==> src/rtl/cal_pkg.sv <==
// Shared types and BCD calendar arithmetic for the hour-adjust calendar.
// Assumes every stored field holds a valid packed BCD value.
package cal_pkg;

    localparam int DIGIT_W = 4;
    localparam int FIELD_W = 2 * DIGIT_W;

    typedef struct packed {
        logic [FIELD_W-1:0] hh;
        logic [FIELD_W-1:0] mm;
        logic [FIELD_W-1:0] ss;
    } cal_time_t;

    typedef struct packed {
        logic [FIELD_W-1:0] yy;
        logic [FIELD_W-1:0] mo;
        logic [FIELD_W-1:0] dd;
    } cal_date_t;

    typedef struct packed {
        logic      wr;
        logic      add;
        logic      sub;
        logic      bkp_wr;
        logic      bkp_val;
        cal_time_t t;
        cal_date_t d;
    } cal_cmd_t;

    // Increment a two-digit BCD value (caller handles wrap)
    function automatic logic [FIELD_W-1:0] bcd_inc(input logic [FIELD_W-1:0] v);
        if (v[DIGIT_W-1:0] == 4'd9)
            return {v[FIELD_W-1:DIGIT_W] + 4'd1, 4'd0};
        return v + 8'd1;
    endfunction

    // Decrement a two-digit BCD value (caller handles wrap)
    function automatic logic [FIELD_W-1:0] bcd_dec(input logic [FIELD_W-1:0] v);
        if (v[DIGIT_W-1:0] == 4'd0)
            return {v[FIELD_W-1:DIGIT_W] - 4'd1, 4'd9};
        return v - 8'd1;
    endfunction

    // Leap year: (10*tens + ones) mod 4 == (2*tens + ones) mod 4
    function automatic logic is_leap(input logic [FIELD_W-1:0] yy);
        logic [1:0] r;
        r = {yy[DIGIT_W], 1'b0} + yy[1:0];
        return (r == 2'b00);
    endfunction

    // Number of days in a month, BCD
    function automatic logic [FIELD_W-1:0] month_days(input logic [FIELD_W-1:0] mo,
                                                      input logic [FIELD_W-1:0] yy);
        case (mo)
            8'h02:                      return is_leap(yy) ? 8'h29 : 8'h28;
            8'h04, 8'h06, 8'h09, 8'h11: return 8'h30;
            default:                    return 8'h31;
        endcase
    endfunction

    // Advance a date by one day with month and year carry
    function automatic cal_date_t next_day(input cal_date_t d);
        cal_date_t r;
        r = d;
        if (d.dd == month_days(d.mo, d.yy)) begin
            r.dd = 8'h01;
            if (d.mo == 8'h12) begin
                r.mo = 8'h01;
                r.yy = (d.yy == 8'h99) ? 8'h00 : bcd_inc(d.yy);
            end else begin
                r.mo = bcd_inc(d.mo);
            end
        end else begin
            r.dd = bcd_inc(d.dd);
        end
        return r;
    endfunction

    // Move a date back one day with month and year borrow
    function automatic cal_date_t prev_day(input cal_date_t d);
        cal_date_t r;
        r = d;
        if (d.dd == 8'h01) begin
            if (d.mo == 8'h01) begin
                r.mo = 8'h12;
                r.yy = (d.yy == 8'h00) ? 8'h99 : bcd_dec(d.yy);
            end else begin
                r.mo = bcd_dec(d.mo);
            end
            r.dd = month_days(r.mo, r.yy);
        end else begin
            r.dd = bcd_dec(d.dd);
        end
        return r;
    endfunction

endpackage

==> src/rtl/cal_cmd_pipe.sv <==
// Command synchronizer pipeline: delays every software command by STAGES
// edges before it reaches the counters, and reports calendar commands in flight.
// Assumes STAGES >= 1.
module cal_cmd_pipe
    import cal_pkg::*;
#(
    parameter int STAGES = 2
) (
    input  logic     clk,
    input  logic     rst_n,
    input  cal_cmd_t cmd_in,
    output cal_cmd_t cmd_out,
    output logic     busy
);

    localparam int LAST = STAGES - 1;

    cal_cmd_t stg [STAGES];

    // Shift commands through the stages
    always_ff @(posedge clk) begin
        if (!rst_n) begin
            for (int i = 0; i < STAGES; i++) stg[i] <= '0;
        end else begin
            stg[0] <= cmd_in;
            for (int i = 1; i < STAGES; i++) stg[i] <= stg[i-1];
        end
    end

    // Flag any calendar-changing command still in the pipe
    always_comb begin
        busy = 1'b0;
        for (int i = 0; i < STAGES; i++)
            busy = busy | stg[i].wr | stg[i].add | stg[i].sub;
    end

    assign cmd_out = stg[LAST];

endmodule

==> src/rtl/cal_counter.sv <==
// Time and date counters. Applies the 1 Hz step first, then a load or an
// hour shift from the synchronized command. Also holds the backup flag.
// Assumes loaded values are valid BCD.
module cal_counter
    import cal_pkg::*;
(
    input  logic      clk,
    input  logic      rst_n,
    input  logic      tick,
    input  cal_cmd_t  app,
    output cal_time_t cnt_t,
    output cal_date_t cnt_d,
    output logic      bkp,
    output logic      upd
);

    cal_time_t t_s, t_n;
    cal_date_t d_s, d_n;

    // Seconds step with carry into minutes, hours and date
    always_comb begin
        t_s = cnt_t;
        d_s = cnt_d;
        if (tick) begin
            if (cnt_t.ss != 8'h59) begin
                t_s.ss = bcd_inc(cnt_t.ss);
            end else begin
                t_s.ss = 8'h00;
                if (cnt_t.mm != 8'h59) begin
                    t_s.mm = bcd_inc(cnt_t.mm);
                end else begin
                    t_s.mm = 8'h00;
                    if (cnt_t.hh != 8'h23) begin
                        t_s.hh = bcd_inc(cnt_t.hh);
                    end else begin
                        t_s.hh = 8'h00;
                        d_s    = next_day(cnt_d);
                    end
                end
            end
        end
    end

    // Load or hour shift on top of the stepped value
    always_comb begin
        t_n = t_s;
        d_n = d_s;
        if (app.wr) begin
            t_n = app.t;
            d_n = app.d;
        end else if (app.add && !app.sub) begin
            if (t_s.hh == 8'h23) begin
                t_n.hh = 8'h00;
                d_n    = next_day(d_s);
            end else begin
                t_n.hh = bcd_inc(t_s.hh);
            end
        end else if (app.sub && !app.add) begin
            if (t_s.hh == 8'h00) begin
                t_n.hh = 8'h23;
                d_n    = prev_day(d_s);
            end else begin
                t_n.hh = bcd_dec(t_s.hh);
            end
        end
    end

    // Calendar and backup flag registers
    always_ff @(posedge clk) begin
        if (!rst_n) begin
            cnt_t <= '0;
            cnt_d <= '{yy: 8'h00, mo: 8'h01, dd: 8'h01};
            bkp   <= 1'b0;
        end else begin
            cnt_t <= t_n;
            cnt_d <= d_n;
            if (app.bkp_wr) bkp <= app.bkp_val;
        end
    end

    assign upd = tick | app.wr | app.add | app.sub;

endmodule

==> src/rtl/cal_shadow.sv <==
// Bus-side shadow copies with a synchronized flag. Accepting a calendar command
// clears the flag. A copy is taken once no command is in flight and the
// counters have changed since the last copy.
module cal_shadow
    import cal_pkg::*;
(
    input  logic      clk,
    input  logic      rst_n,
    input  cal_time_t cnt_t,
    input  cal_date_t cnt_d,
    input  logic      upd,
    input  logic      clr_req,
    input  logic      busy,
    output cal_time_t sh_t,
    output cal_date_t sh_d,
    output logic      sync
);

    logic dirty;
    logic take;

    assign take = dirty && !busy && !clr_req;

    // Shadow copy and synchronized flag
    always_ff @(posedge clk) begin
        if (!rst_n) begin
            sh_t <= '0;
            sh_d <= '0;
            sync <= 1'b0;
        end else if (clr_req) begin
            sync <= 1'b0;
        end else if (take) begin
            sh_t <= cnt_t;
            sh_d <= cnt_d;
            sync <= 1'b1;
        end
    end

    // Track counter changes not yet copied
    always_ff @(posedge clk) begin
        if (!rst_n)    dirty <= 1'b1;
        else if (upd)  dirty <= 1'b1;
        else if (take) dirty <= 1'b0;
    end

endmodule

==> src/rtl/cal_hour_adj.sv <==
// Top of the hour-adjust calendar core: command pipeline, counters and shadows.
// Assumes at most one software command per cycle and valid BCD load data.
module cal_hour_adj
    import cal_pkg::*;
#(
    parameter int SYNC_STAGES = 2
) (
    input  logic        clk,
    input  logic        rst_n,
    input  logic        tick_1hz,
    input  logic        cal_wr,
    input  logic [23:0] cal_wr_time,
    input  logic [23:0] cal_wr_date,
    input  logic        hr_add,
    input  logic        hr_sub,
    input  logic        bkp_wr,
    input  logic        bkp_wdata,
    output logic [23:0] rd_time,
    output logic [23:0] rd_date,
    output logic        rd_sync,
    output logic        cal_init,
    output logic        bkp_flag
);

    cal_cmd_t  cmd_in, app_cmd;
    cal_time_t cnt_t, sh_t;
    cal_date_t cnt_d, sh_d;
    logic      busy, upd, clr_req;

    // Pack the software inputs into one command word
    always_comb begin
        cmd_in.wr      = cal_wr;
        cmd_in.add     = hr_add;
        cmd_in.sub     = hr_sub;
        cmd_in.bkp_wr  = bkp_wr;
        cmd_in.bkp_val = bkp_wdata;
        cmd_in.t       = cal_wr_time;
        cmd_in.d       = cal_wr_date;
    end

    assign clr_req = cal_wr | hr_add | hr_sub;

    cal_cmd_pipe #(.STAGES(SYNC_STAGES)) u_pipe (
        .clk     (clk),
        .rst_n   (rst_n),
        .cmd_in  (cmd_in),
        .cmd_out (app_cmd),
        .busy    (busy)
    );

    cal_counter u_cnt (
        .clk   (clk),
        .rst_n (rst_n),
        .tick  (tick_1hz),
        .app   (app_cmd),
        .cnt_t (cnt_t),
        .cnt_d (cnt_d),
        .bkp   (bkp_flag),
        .upd   (upd)
    );

    cal_shadow u_shd (
        .clk     (clk),
        .rst_n   (rst_n),
        .cnt_t   (cnt_t),
        .cnt_d   (cnt_d),
        .upd     (upd),
        .clr_req (clr_req),
        .busy    (busy),
        .sh_t    (sh_t),
        .sh_d    (sh_d),
        .sync    (rd_sync)
    );

    assign rd_time  = sh_t;
    assign rd_date  = sh_d;
    assign cal_init = (cnt_d.yy != 8'h00);

endmodule

==> config.mk <==
export PLATFORM = sky130hd
export DESIGN_NAME = cal_hour_adj
export DESIGN_NICKNAME = d
export VERILOG_FILES = /design/src/rtl/cal_pkg.sv /design/src/rtl/cal_cmd_pipe.sv /design/src/rtl/cal_counter.sv /design/src/rtl/cal_shadow.sv /design/src/rtl/cal_hour_adj.sv
export SDC_FILE = /design/constraint.sdc
export NUM_CORES = 1
export LEC_CHECK = 0
export BUFFER_PORTS_ARGS = -buffer_cell sky130_fd_sc_hd__buf_2
export CAP_MARGIN = 40
export CORE_UTILIZATION = 52
export DETAILED_ROUTE_END_ITERATION = 7
export PLACE_DENSITY_LB_ADDON = 0.1
export SYNTH_ARGS = -nofsm -noshare
export SYNTH_HDL_FRONTEND = slang
export SYNTH_SLANG_ARGS = --single-unit
==> constraint.sdc <==
create_clock -name clk -period 4.3 [get_ports clk]
set_clock_uncertainty 0.15 [all_clocks]
set_input_delay 0.645 -clock clk [delete_from_list [all_inputs] [get_ports clk]]
set_output_delay 0.645 -clock clk [all_outputs]
set_load 0.05 [all_outputs]
# Yosys cells after proc, flatten, opt, wreduce, memory -nomap -nowiden
# Memories as Yosys holds them, arrays and structs flattened.
# Index checks and enable logic that the tools add are counted.
[word_totals]
memories = 1
elab_cells = 294
register_bits = 99
output_inout_bits = 51
ramBits = 106
inputBits = 56
[memory_table]
columns = ["name", "words", "word_bits", "rd", "rd_clocked_by_memory_dff", "write_ports", "line", "rtl"]
rows = [
  ["u_pipe.stg", 2, 53, 2, 0, 2, "cal_cmd_pipe.sv:18", "cal_cmd_t stg [STAGES];"],
]
[op_classes]
n_reduce_logical = 26
n_mux = 169
bitwise_logic = 14
n_eq_ne = 38
n_addsub = 31
[op_table]
columns = ["cell", "n"]
rows = [
  ["8-bit 2-to-1 mux", 66],
  ["24-bit 2-to-1 mux", 10],
  ["53-bit 2-to-1 mux", 2],
  ["1-bit 2-to-1 mux", 83],
  ["8-bit by 1-bit adder with 8-bit output, second input constant", 10],
  ["16-bit 2-to-1 mux", 5],
  ["8-bit by 3-bit == test with 1-bit output, second input constant", 6],
  ["8-bit case mux with 2 select lines", 3],
  ["4-bit by 1-bit adder with 4-bit output, second input constant", 10],
  ["4-bit == test, second input constant", 10],
  ["8-bit by 5-bit == test with 1-bit output, second input constant", 5],
  ["8-bit by 1-bit subtractor with 8-bit output, second input constant", 4],
  ["8-bit by 2-bit == test with 1-bit output, second input constant", 3],
  ["8-bit by 4-bit == test with 1-bit output, second input constant", 3],
  ["8-bit by 1-bit == test with 1-bit output, second input constant", 2],
  ["8-bit == test", 2],
  ["8-bit == test, second input constant", 2],
  ["4-bit logical NOT", 4],
  ["8-bit logical NOT", 2],
  ["8-bit by 7-bit != test with 1-bit output, second input constant", 2],
  ["4-bit by 1-bit subtractor with 4-bit output, second input constant", 4],
  ["1-bit OR", 12],
  ["4-bit OR reduction", 3],
  ["8-bit by 6-bit == test with 1-bit output, second input constant", 1],
  ["other kinds (11)", 24],
]

# Logic depth before layout (Yosys ltp)
# Gate-level depths: netlist of run 1.
[depth]
depth_word = 47
mapped_depth = 21
mapped_depth_nobuf = 18

# Hierarchy
# Synthesis of run 1 repeated with hierarchy kept, for this count alone.
[hier_totals]
hier_cells = 1464
hier_area_um2 = 11940.2
[by_module_without_submodules]
columns = ["mod", "area_per_inst_um2", "seq_area_each_um2", "cells_each", "instances"]
rows = [
  ["cal_counter", 6661.4, 980.9, 965, 1],
  ["cal_cmd_pipe", 3283.1, 2122.0, 279, 1],
  ["cal_shadow", 1973.1, 1001.0, 216, 1],
  ["cal_hour_adj", 22.5, 0.0, 4, 1],
]

# Least setup slack after synthesis of run 1
# OpenSTA, ideal clock, no wires.
[synth_path]
path_kind = "register to register"
startpoint = "register, netlist name u_cnt.cnt_d[12]"
endpoint = "register, netlist name u_cnt.cnt_d[20]"
n_path_buf = 2
slack_ns = -0.276
setup_ns = 0.117
required_time_ns = 4.033
period_less_slack_ns = 4.576
stages_incl_launch_ff = 20
arrival_time_ns = 4.309
cell_sequence = "dfxtp_1 > inv_1 > ha_1 > nor3b_1 > a211o_1 > and2_1 > buf_6 > a211oi_4 > o22ai_1 > mux2i_2 > ha_1 > inv_1 > nor4_1 > a32o_1 > o211ai_2 > xnor2_1 > clkbuf_1 > nand3_1 > or3_1 > a32o_1"
[synth_via]
elab_chain_len = 34
elab_cells_between_ends = 83
classes_between = "7 x add/sub; 18 x eq/ne; 53 x mux; 5 x reduce/logical"
[synth_rtl]
columns = ["element", "line", "rtl"]
rows = [
  ["8-bit by 3-bit == test with 1-bit output (tied with other cells)", "cal_pkg.sv:54", "case (mo)"],
  ["4-bit OR reduction", "cal_pkg.sv:54", ""],
  ["8-bit case mux with 2 select lines", "cal_pkg.sv:54", ""],
  ["8-bit 2-to-1 mux", "cal_counter.sv:33", "if (cnt_t.hh != 8'h23) begin"],
  ["8-bit 2-to-1 mux", "cal_counter.sv:29", "if (cnt_t.mm != 8'h59) begin"],
  ["8-bit 2-to-1 mux", "cal_counter.sv:25", "if (cnt_t.ss != 8'h59) begin"],
  ["8-bit 2-to-1 mux", "cal_counter.sv:24", "if (tick) begin"],
  ["8-bit == test", "cal_pkg.sv:65", "if (d.dd == month_days(d.mo, d.yy)) begin"],
  ["(+18 left out)", "-", ""],
  ["8-bit 2-to-1 mux", "cal_counter.sv:58", "end else if (app.sub && !app.add) begin"],
  ["8-bit 2-to-1 mux", "cal_counter.sv:51", "end else if (app.add && !app.sub) begin"],
  ["8-bit 2-to-1 mux", "cal_counter.sv:48", "if (app.wr) begin"],
  ["16-bit 2-to-1 mux", "cal_pkg.sv:83", "if (d.dd == 8'h01) begin"],
  ["24-bit 2-to-1 mux", "cal_counter.sv:59", "if (t_s.hh == 8'h00) begin"],
  ["24-bit 2-to-1 mux", "cal_counter.sv:58", ""],
  ["24-bit 2-to-1 mux (*)", "cal_counter.sv:51", ""],
  ["24-bit 2-to-1 mux (*)", "cal_counter.sv:48", ""],
]
# Mark *: on every way between the ends. The rest lies on a longest branch, timed or not. The select of a mux whose other input is x is not followed.
# A chain may end at the register's enable or synchronous reset.

# Final worst setup path of run 1
[layout_path]
startpoint = "register, netlist name u_cnt.cnt_d[13]"
endpoint = "register, netlist name u_cnt.cnt_d[11]"
[layout_via]
elab_chain_len = 33
elab_cells_between_ends = 75
classes_between = "5 x add/sub; 17 x eq/ne; 49 x mux; 4 x reduce/logical"
[layout_rtl]
columns = ["element", "line"]
rows = [
  ["8-bit by 3-bit == test with 1-bit output (tied with other cells)", "cal_pkg.sv:54"],
  ["4-bit OR reduction", "cal_pkg.sv:54"],
  ["8-bit case mux with 2 select lines", "cal_pkg.sv:54"],
  ["8-bit 2-to-1 mux", "cal_counter.sv:33"],
  ["8-bit 2-to-1 mux", "cal_counter.sv:29"],
  ["8-bit 2-to-1 mux", "cal_counter.sv:25"],
  ["8-bit 2-to-1 mux", "cal_counter.sv:24"],
  ["8-bit == test", "cal_pkg.sv:65"],
  ["(+17 left out)", "-"],
  ["8-bit 2-to-1 mux", "cal_counter.sv:58"],
  ["8-bit 2-to-1 mux", "cal_counter.sv:51"],
  ["8-bit 2-to-1 mux", "cal_counter.sv:48"],
  ["16-bit 2-to-1 mux", "cal_pkg.sv:83"],
  ["24-bit 2-to-1 mux", "cal_counter.sv:59"],
  ["24-bit 2-to-1 mux", "cal_counter.sv:58"],
  ["24-bit 2-to-1 mux (*)", "cal_counter.sv:51"],
  ["24-bit 2-to-1 mux (*)", "cal_counter.sv:48"],
]
# Marked as above.

==> results_dict.tcl, run 1 <==
set metrics [dict create \
    hpwl_mm 25.4 \
    slew_headroom_pct 52.3 \
    core_um2 21800 \
    drt_iter0_drc 1115 \
    grt_max_degree 187 \
    synthCells 1421 \
    grt_pass1_wl_mm 53.1 \
    crit_type "reg -> reg" \
    gp_congestion 0.939 \
    arrival_ps 4510 \
    tritoncts "built" \
    hp-start "cal_wr_time[8]" \
    clkLatencyLatePin_ps 530 \
    firstDrtPassIters 5 \
    synth.largest_area_cell "dfxtp_1" \
    num_vias 11200 \
    fmax_mhz 235 \
    ys.flop_type "dfxtp_1" \
    h-tree-depth 1 \
    grt_overflow 0 \
    yosysSeqAreaShare_pct 35.5 \
    finalSetupViolations 0 \
    p_sw_share_pct 28.4 \
    cap_violations 0 \
    syn-cell-area_um2 11600 \
    pin_count 107 \
    syn_to_final_growth_pct 23.8 \
    status "finished, final reports clean" \
    grt_usage_pct 29.7 \
    post-synth-top-area-fraction_pct 35.5 \
    dieArea_um2 22800 \
    num_rows 54 \
    syn_area_per_cell_um2 8.13 \
    r2r-start "u_cnt.cnt_d[13]" \
    chipWidth_um 151 \
    p_sw_mw 1.37 \
    final_area_um2 14300 \
    pwr-share-clk_pct 40.2 \
    rsz0062_at_grt "yes" \
    worst_pin_slew_ps 709 \
    ys_seq_elements 205 \
    cpPeakStageDelay_ps 480 \
    drc 0 \
    path_clk_slew_ps 70 \
    timing.critical_path.from "u_cnt.cnt_d[13]" \
    power_frac_comb_pct 17.8 \
    required_ps 4560 \
    cellLeakagePower_nw 5.94 \
    yosysWarnings 0 \
    root_buffer "clkbuf_16" \
    multi_input_comb_area_um2 7150 \
    postCtsHoldBufs 0 \
    cellPowerDensity_nw_per_um2 337 \
    postPlaceCellArea_um2 13300 \
    start_util_pct 53.0 \
    cell_internal_pwr_mw 3.46 \
    ant_nets 0 \
    timing.hold.ws_ps 171 \
    final_nets 1733 \
    yosys-top-cells-area "dfxtp_1 36%, and2_1 7.2%, nand2_1 6.6%" \
    cp-end-kind "flip-flop" \
    crit_family "compound AO/OA/AOI/OAI gates" \
    synth_common_cells "205 x dfxtp_1, 203 x nand2_1, 133 x and2_1" \
    regArea_um2 4110 \
    die_h_um 151 \
    p_total_mw 4.82 \
    fin_crit_ps 4250 \
    clockBufferDepth 3 \
    avgViaCountPerCell 5.83 \
    wl_per_cell_um 17.8 \
    start_kind "flip-flop" \
    hold_viol_final 0 \
    path_max_fanout 4 \
    fin_tns_setup_ps 0 \
    cp_num_buf_inv 2 \
    drv_slew 0 \
    synth.most_common_cell "dfxtp_1" \
    async_flop_share_pct 0 \
    synth_cell_type_count 96 \
    n_antenna_cell 0 \
    fin_crit_sh_pct 98.8 \
    cts_buffers 23 \
    grt_pass1_vias 9730 \
    p_seq_share_pct 42.0 \
    drt_wl_total_mm 34.3 \
    grt_antenna_before_repair 0 \
    n_fill_cell 1914 \
    crit_chain "inv_2, ha_4, nand2_2, o32a_1, o21a_1, or3_4, a2111oi_4, mux2i_4, ha_4, inv_4, nor2_2, a32o_2, o211ai_4, xnor2_2, nand2_2, or4_4, a32o_1" \
    peakVddDrop_mv 0.363 \
    slowest_stage "or4_4" \
    layout-drive-gt1-share_pct 22.9 \
    hp-class "in -> reg" \
    synth_edf_count 0 \
    portBuffers 106 \
    cts_sinks 205 \
    synthesis.nets 1524 \
]
[what timing repair did]
action / 4_1_cts / 5_1_grt
buffers inserted: 0 / 8
setup endpoints to repair: 3 / 19
pin swaps: 2 / 18
gates resized for setup: 0 / 43
[cells by family after synthesis]
family / share of synthesized area [%]
AND/OR/NAND/NOR: 27.4
flip-flops: 35.5
multiplexers: 1.95
buffers and inverters: 4.53
XOR/XNOR: 2.79
adder cells (fa/ha/maj): 5.09
AO/OA/AOI/OAI: 22.7
[power by group through the flow]
stage               clock network (mW)  registers, mW  logic (mW)
floorplan                            0           2.05       0.499
global placement                     0           2.06       0.802
detailed placement                   0           2.07       0.801
CTS                               1.98           2.02       0.807
global route                      2.06           2.03       0.938
finish                            1.94           2.03       0.860
[layout by cell type (no fill, tap or decap), types with 6 or more instances in the layout]
cell type / n
nand3_1: 47
buf_2: 105
mux2i_1: 14
ha_1: 44
or3_1: 6
o2111ai_1: 7
a31oi_1: 25
nor3b_1: 7
and3_1: 9
o21a_1: 9
nor3_1: 26
a32o_1: 6
o22ai_1: 7
dfxtp_1: 201
nor4_1: 7
a21oi_1: 62
a211o_1: 9
a221oi_1: 8
o211a_1: 11
nand3b_1: 6
xnor2_1: 23
a21boi_0: 52
nand2_1: 202
o211ai_1: 10
a211oi_1: 11
inv_1: 41
clkbuf_16: 23
nand4_1: 23
nand2b_1: 13
xor2_1: 10
o221ai_1: 6
o21ai_0: 72
nor2b_1: 17
buf_4: 160
a21o_1: 6
clkbuf_8: 6
nor2_1: 64
and2_1: 133
[final timing paths]
kind                                          end  slack, ps  cells past startpoint
worst min register to register  u_pipe.stg[0][54]        270                      1
worst max register to register    u_cnt.cnt_d[11]         50                     17
worst max-delay path              u_cnt.cnt_d[11]         50                     17
worst min-delay path            u_pipe.stg[0][32]        170                      2
[stage by stage]
| step | cells | setup slack, ps | utilization (%) |
|---|---|---|---|
| 3_3_place_gp | 1876 | 36.9 | 60.9 |
| 2_1_floorplan | 1421 | 3.46 | - |
| 6_report | 1927 | 53.4 | 65.6 |
| 3_5_place_dp | 1877 | 2.41 | 61.0 |
| 5_1_grt | 1927 | -92.9 | 65.6 |
| 4_1_cts | 1919 | -6.42 | 64.4 |
[layer usage]
metal	GRT usage (%)	wire [um]	vias up	share of wire, %
li1	-	-	5469	-
met1	47.0	16900	5119	49
met2	40.3	13600	583	39
met3	5.51	3110	59	9.1
met4	7.05	763	0	2.2
met5	0	0	-	0
[state kept, by name, summed over array words and instances, names as in the netlist]
register     flops
u_cnt.cnt_d     24
u_pipe.stg     106
u_shd.sh_t      24
u_shd.sh_d      24
u_cnt.cnt_t     24
u_shd.dirty      1
u_cnt.bkp        1
u_shd.sync       1
[final cells by class]
cell class                 count  share of cell area [%]
clock buffer                  32                    4.68
clock inverter                10                   0.612
inverter                      46                    1.22
multi-input combinational   1086                    49.9
sequential                   205                    28.7
tap                          280                    2.45
timing repair buffer         268                    12.4
Power figures use the tool's default switching activity.
==> inputs of run 2 (changes only) <==
--- a/config.mk
+++ b/config.mk
@@ -7,8 +7,10 @@
 export LEC_CHECK = 0
 export BUFFER_PORTS_ARGS = -buffer_cell sky130_fd_sc_hd__buf_2
 export CAP_MARGIN = 40
+export CORE_MARGIN = 2
 export CORE_UTILIZATION = 52
 export DETAILED_ROUTE_END_ITERATION = 7
+export MAX_ROUTING_LAYER = met4
 export PLACE_DENSITY_LB_ADDON = 0.1
 export SYNTH_ARGS = -nofsm -noshare
 export SYNTH_HDL_FRONTEND = slang
==> constraint.sdc (replaced) <==
create_clock -name clk -period 4.85 [get_ports clk]
set_clock_uncertainty 0.15 [all_clocks]
set_input_delay 0.7275 -clock clk [delete_from_list [all_inputs] [get_ports clk]]
set_output_delay 0.7275 -clock clk [all_outputs]
set_load 0.05 [all_outputs]
==> results_dict.tcl, run 2 (synthesized netlist as in run 1, its figures left out) <==
set metrics [dict create \
    root_buffer "clkbuf_16" \
    gp_congestion 1.03 \
    drv_slew 0 \
    status "finished, final reports clean" \
    largest_reg_flops 106 \
    n_antenna_cell 0 \
    rsz0062_at_grt "no" \
    dieArea_um2 23400 \
    hpwl_mm 24.7 \
    layout_common_cells "204 x dfxtp_1, 203 x nand2_1, 133 x and2_1" \
    start_kind "flip-flop" \
    multi_input_comb_area_um2 6960 \
    chipWidth_um 153 \
    h-tree-depth 1 \
    path_max_fanout 8 \
    cts_buffers 23 \
    regArea_um2 4110 \
    clkLatencyLatePin_ps 520 \
    avgViaCountPerCell 5.82 \
    grt_pass1_wl_mm 52.9 \
    num_vias 10700 \
    drc 0 \
    grt_usage_pct 28.6 \
    syn_to_final_growth_pct 17.0 \
    hold_viol_final 0 \
    drt_wl_total_mm 33.4 \
    fin_crit_sh_pct 94.6 \
    cellLeakagePower_nw 5.50 \
    grt_pass1_vias 9577 \
    clockBufferDepth 3 \
    start_util_pct 53.0 \
    grt_antenna_before_repair 0 \
    crit_type "reg -> reg" \
    timing.hold.ws_ps 257 \
    portBuffers 106 \
    fin_crit_ps 4590 \
    timing.final.ws_setup_ps 261 \
    fin_tns_setup_ps 0 \
    cap_violations 0 \
    fmax_mhz 218 \
    core_um2 21800 \
    path_clk_slew_ps 70 \
    drt_iter0_drc 1223 \
    mostFrequentLayoutCell "dfxtp_1" \
    grt_overflow 0 \
    n_fill_cell 1979 \
    slew_headroom_pct 43.7 \
    tritoncts "built" \
    required_ps 5070 \
    finalSetupViolations 0 \
    pin_count 107 \
    cts_setup_buffers 0 \
    firstDrtPassIters 6 \
    num_rows 54 \
    arrival_ps 4810 \
    cellPowerDensity_nw_per_um2 315 \
    layout-drive-gt1-share_pct 16.9 \
    regMostFlops "u_pipe.stg" \
    peakVddDrop_mv 0.270 \
    grt_max_degree 80 \
    ant_nets 0 \
    final_nets 1652 \
    die_h_um 153 \
    hp-class "in -> reg" \
    cp-end-kind "flip-flop" \
    cts_sinks 205 \
    dp_slack_ps 69.6 \
    wl_per_cell_um 18.1 \
    worst_pin_slew_ps 845 \
]
run 2: changes by cell type in the layout (fill, tap and decap cells not counted), sizes merged:
cell / change
bufinv: +3
inv: -1
clkbuf: -3
buf: -81
run 2: metrics by stage:
step | total power [mW] | instance area, um2 | std cells | util [%]
floorplan | 2.26 | 11600 | 1421 | -
global placement | 2.48 | 12700 | 1803 | 58.2
detailed placement | 2.48 | 12700 | 1804 | 58.3
CTS | 4.27 | 13500 | 1845 | 61.8
global route | 4.42 | 13500 | 1845 | 62.0
finish | 4.27 | 13500 | 1845 | 62.0
run 2: power breakdown:
part	leakage [nW]	internal, mW	switching [mW]
Clock	0.380	1.08	0.713
Combinational	3.44	0.268	0.403
Sequential	1.68	1.75	0.0531
run 2: what timing repair did:
action,CTS,global route
hold endpoints to repair,0,0
resized for setup,0,8
hold buffers,0,0
endpoints found under the setup margin,0,13
run 2: area by class of cell:
| class | instances | area share [%] |
|---|---|---|
| inverter | 46 | 1.28 |
| clock inverter | 12 | 1.12 |
| multi-input combinational | 1086 | 51.5 |
| clock buffer | 29 | 4.64 |
| tap | 280 | 2.59 |
| timing repair buffer | 187 | 8.53 |
| sequential | 205 | 30.4 |
run 2: metal layers:
metal  global-route usage [%]  up-vias  share of wire [%]
met2                     37.1      480                 38
met5                        -        -                  0
li1                         -     5313                  -
met4                     5.34        0                2.0
met1                     46.3     4905                 52
met3                     3.77       46                8.5
run 2: final timing paths:
path / to / slack [ps] / startpoint / cells after the start
setup / recovery: u_cnt.cnt_d[9] / 260 / u_cnt.cnt_d[12] / 18
hold reg to reg: u_pipe.stg[0][55] / 280 / u_pipe.stg[0][2] / 1
setup reg to reg: u_cnt.cnt_d[9] / 260 / u_cnt.cnt_d[12] / 18
hold / removal: u_pipe.stg[0][18] / 260 / cal_wr_date[18] / 2
run 2: critical path, cell delays in order, from the launching register on:
cell,delay (ps)
dfxtp_2,370
inv_1,120
ha_1,220
o21ai_0,110
o32a_1,210
o21a_1,210
or3_4,380
a2111oi_2,380
o21a_1,190
ha_1,180
inv_1,90
nor4_1,270
a32o_1,190
o211ai_2,170
xnor2_1,210
buf_4,180
a2111oi_0,290
o221ai_1,190
a22o_1,310
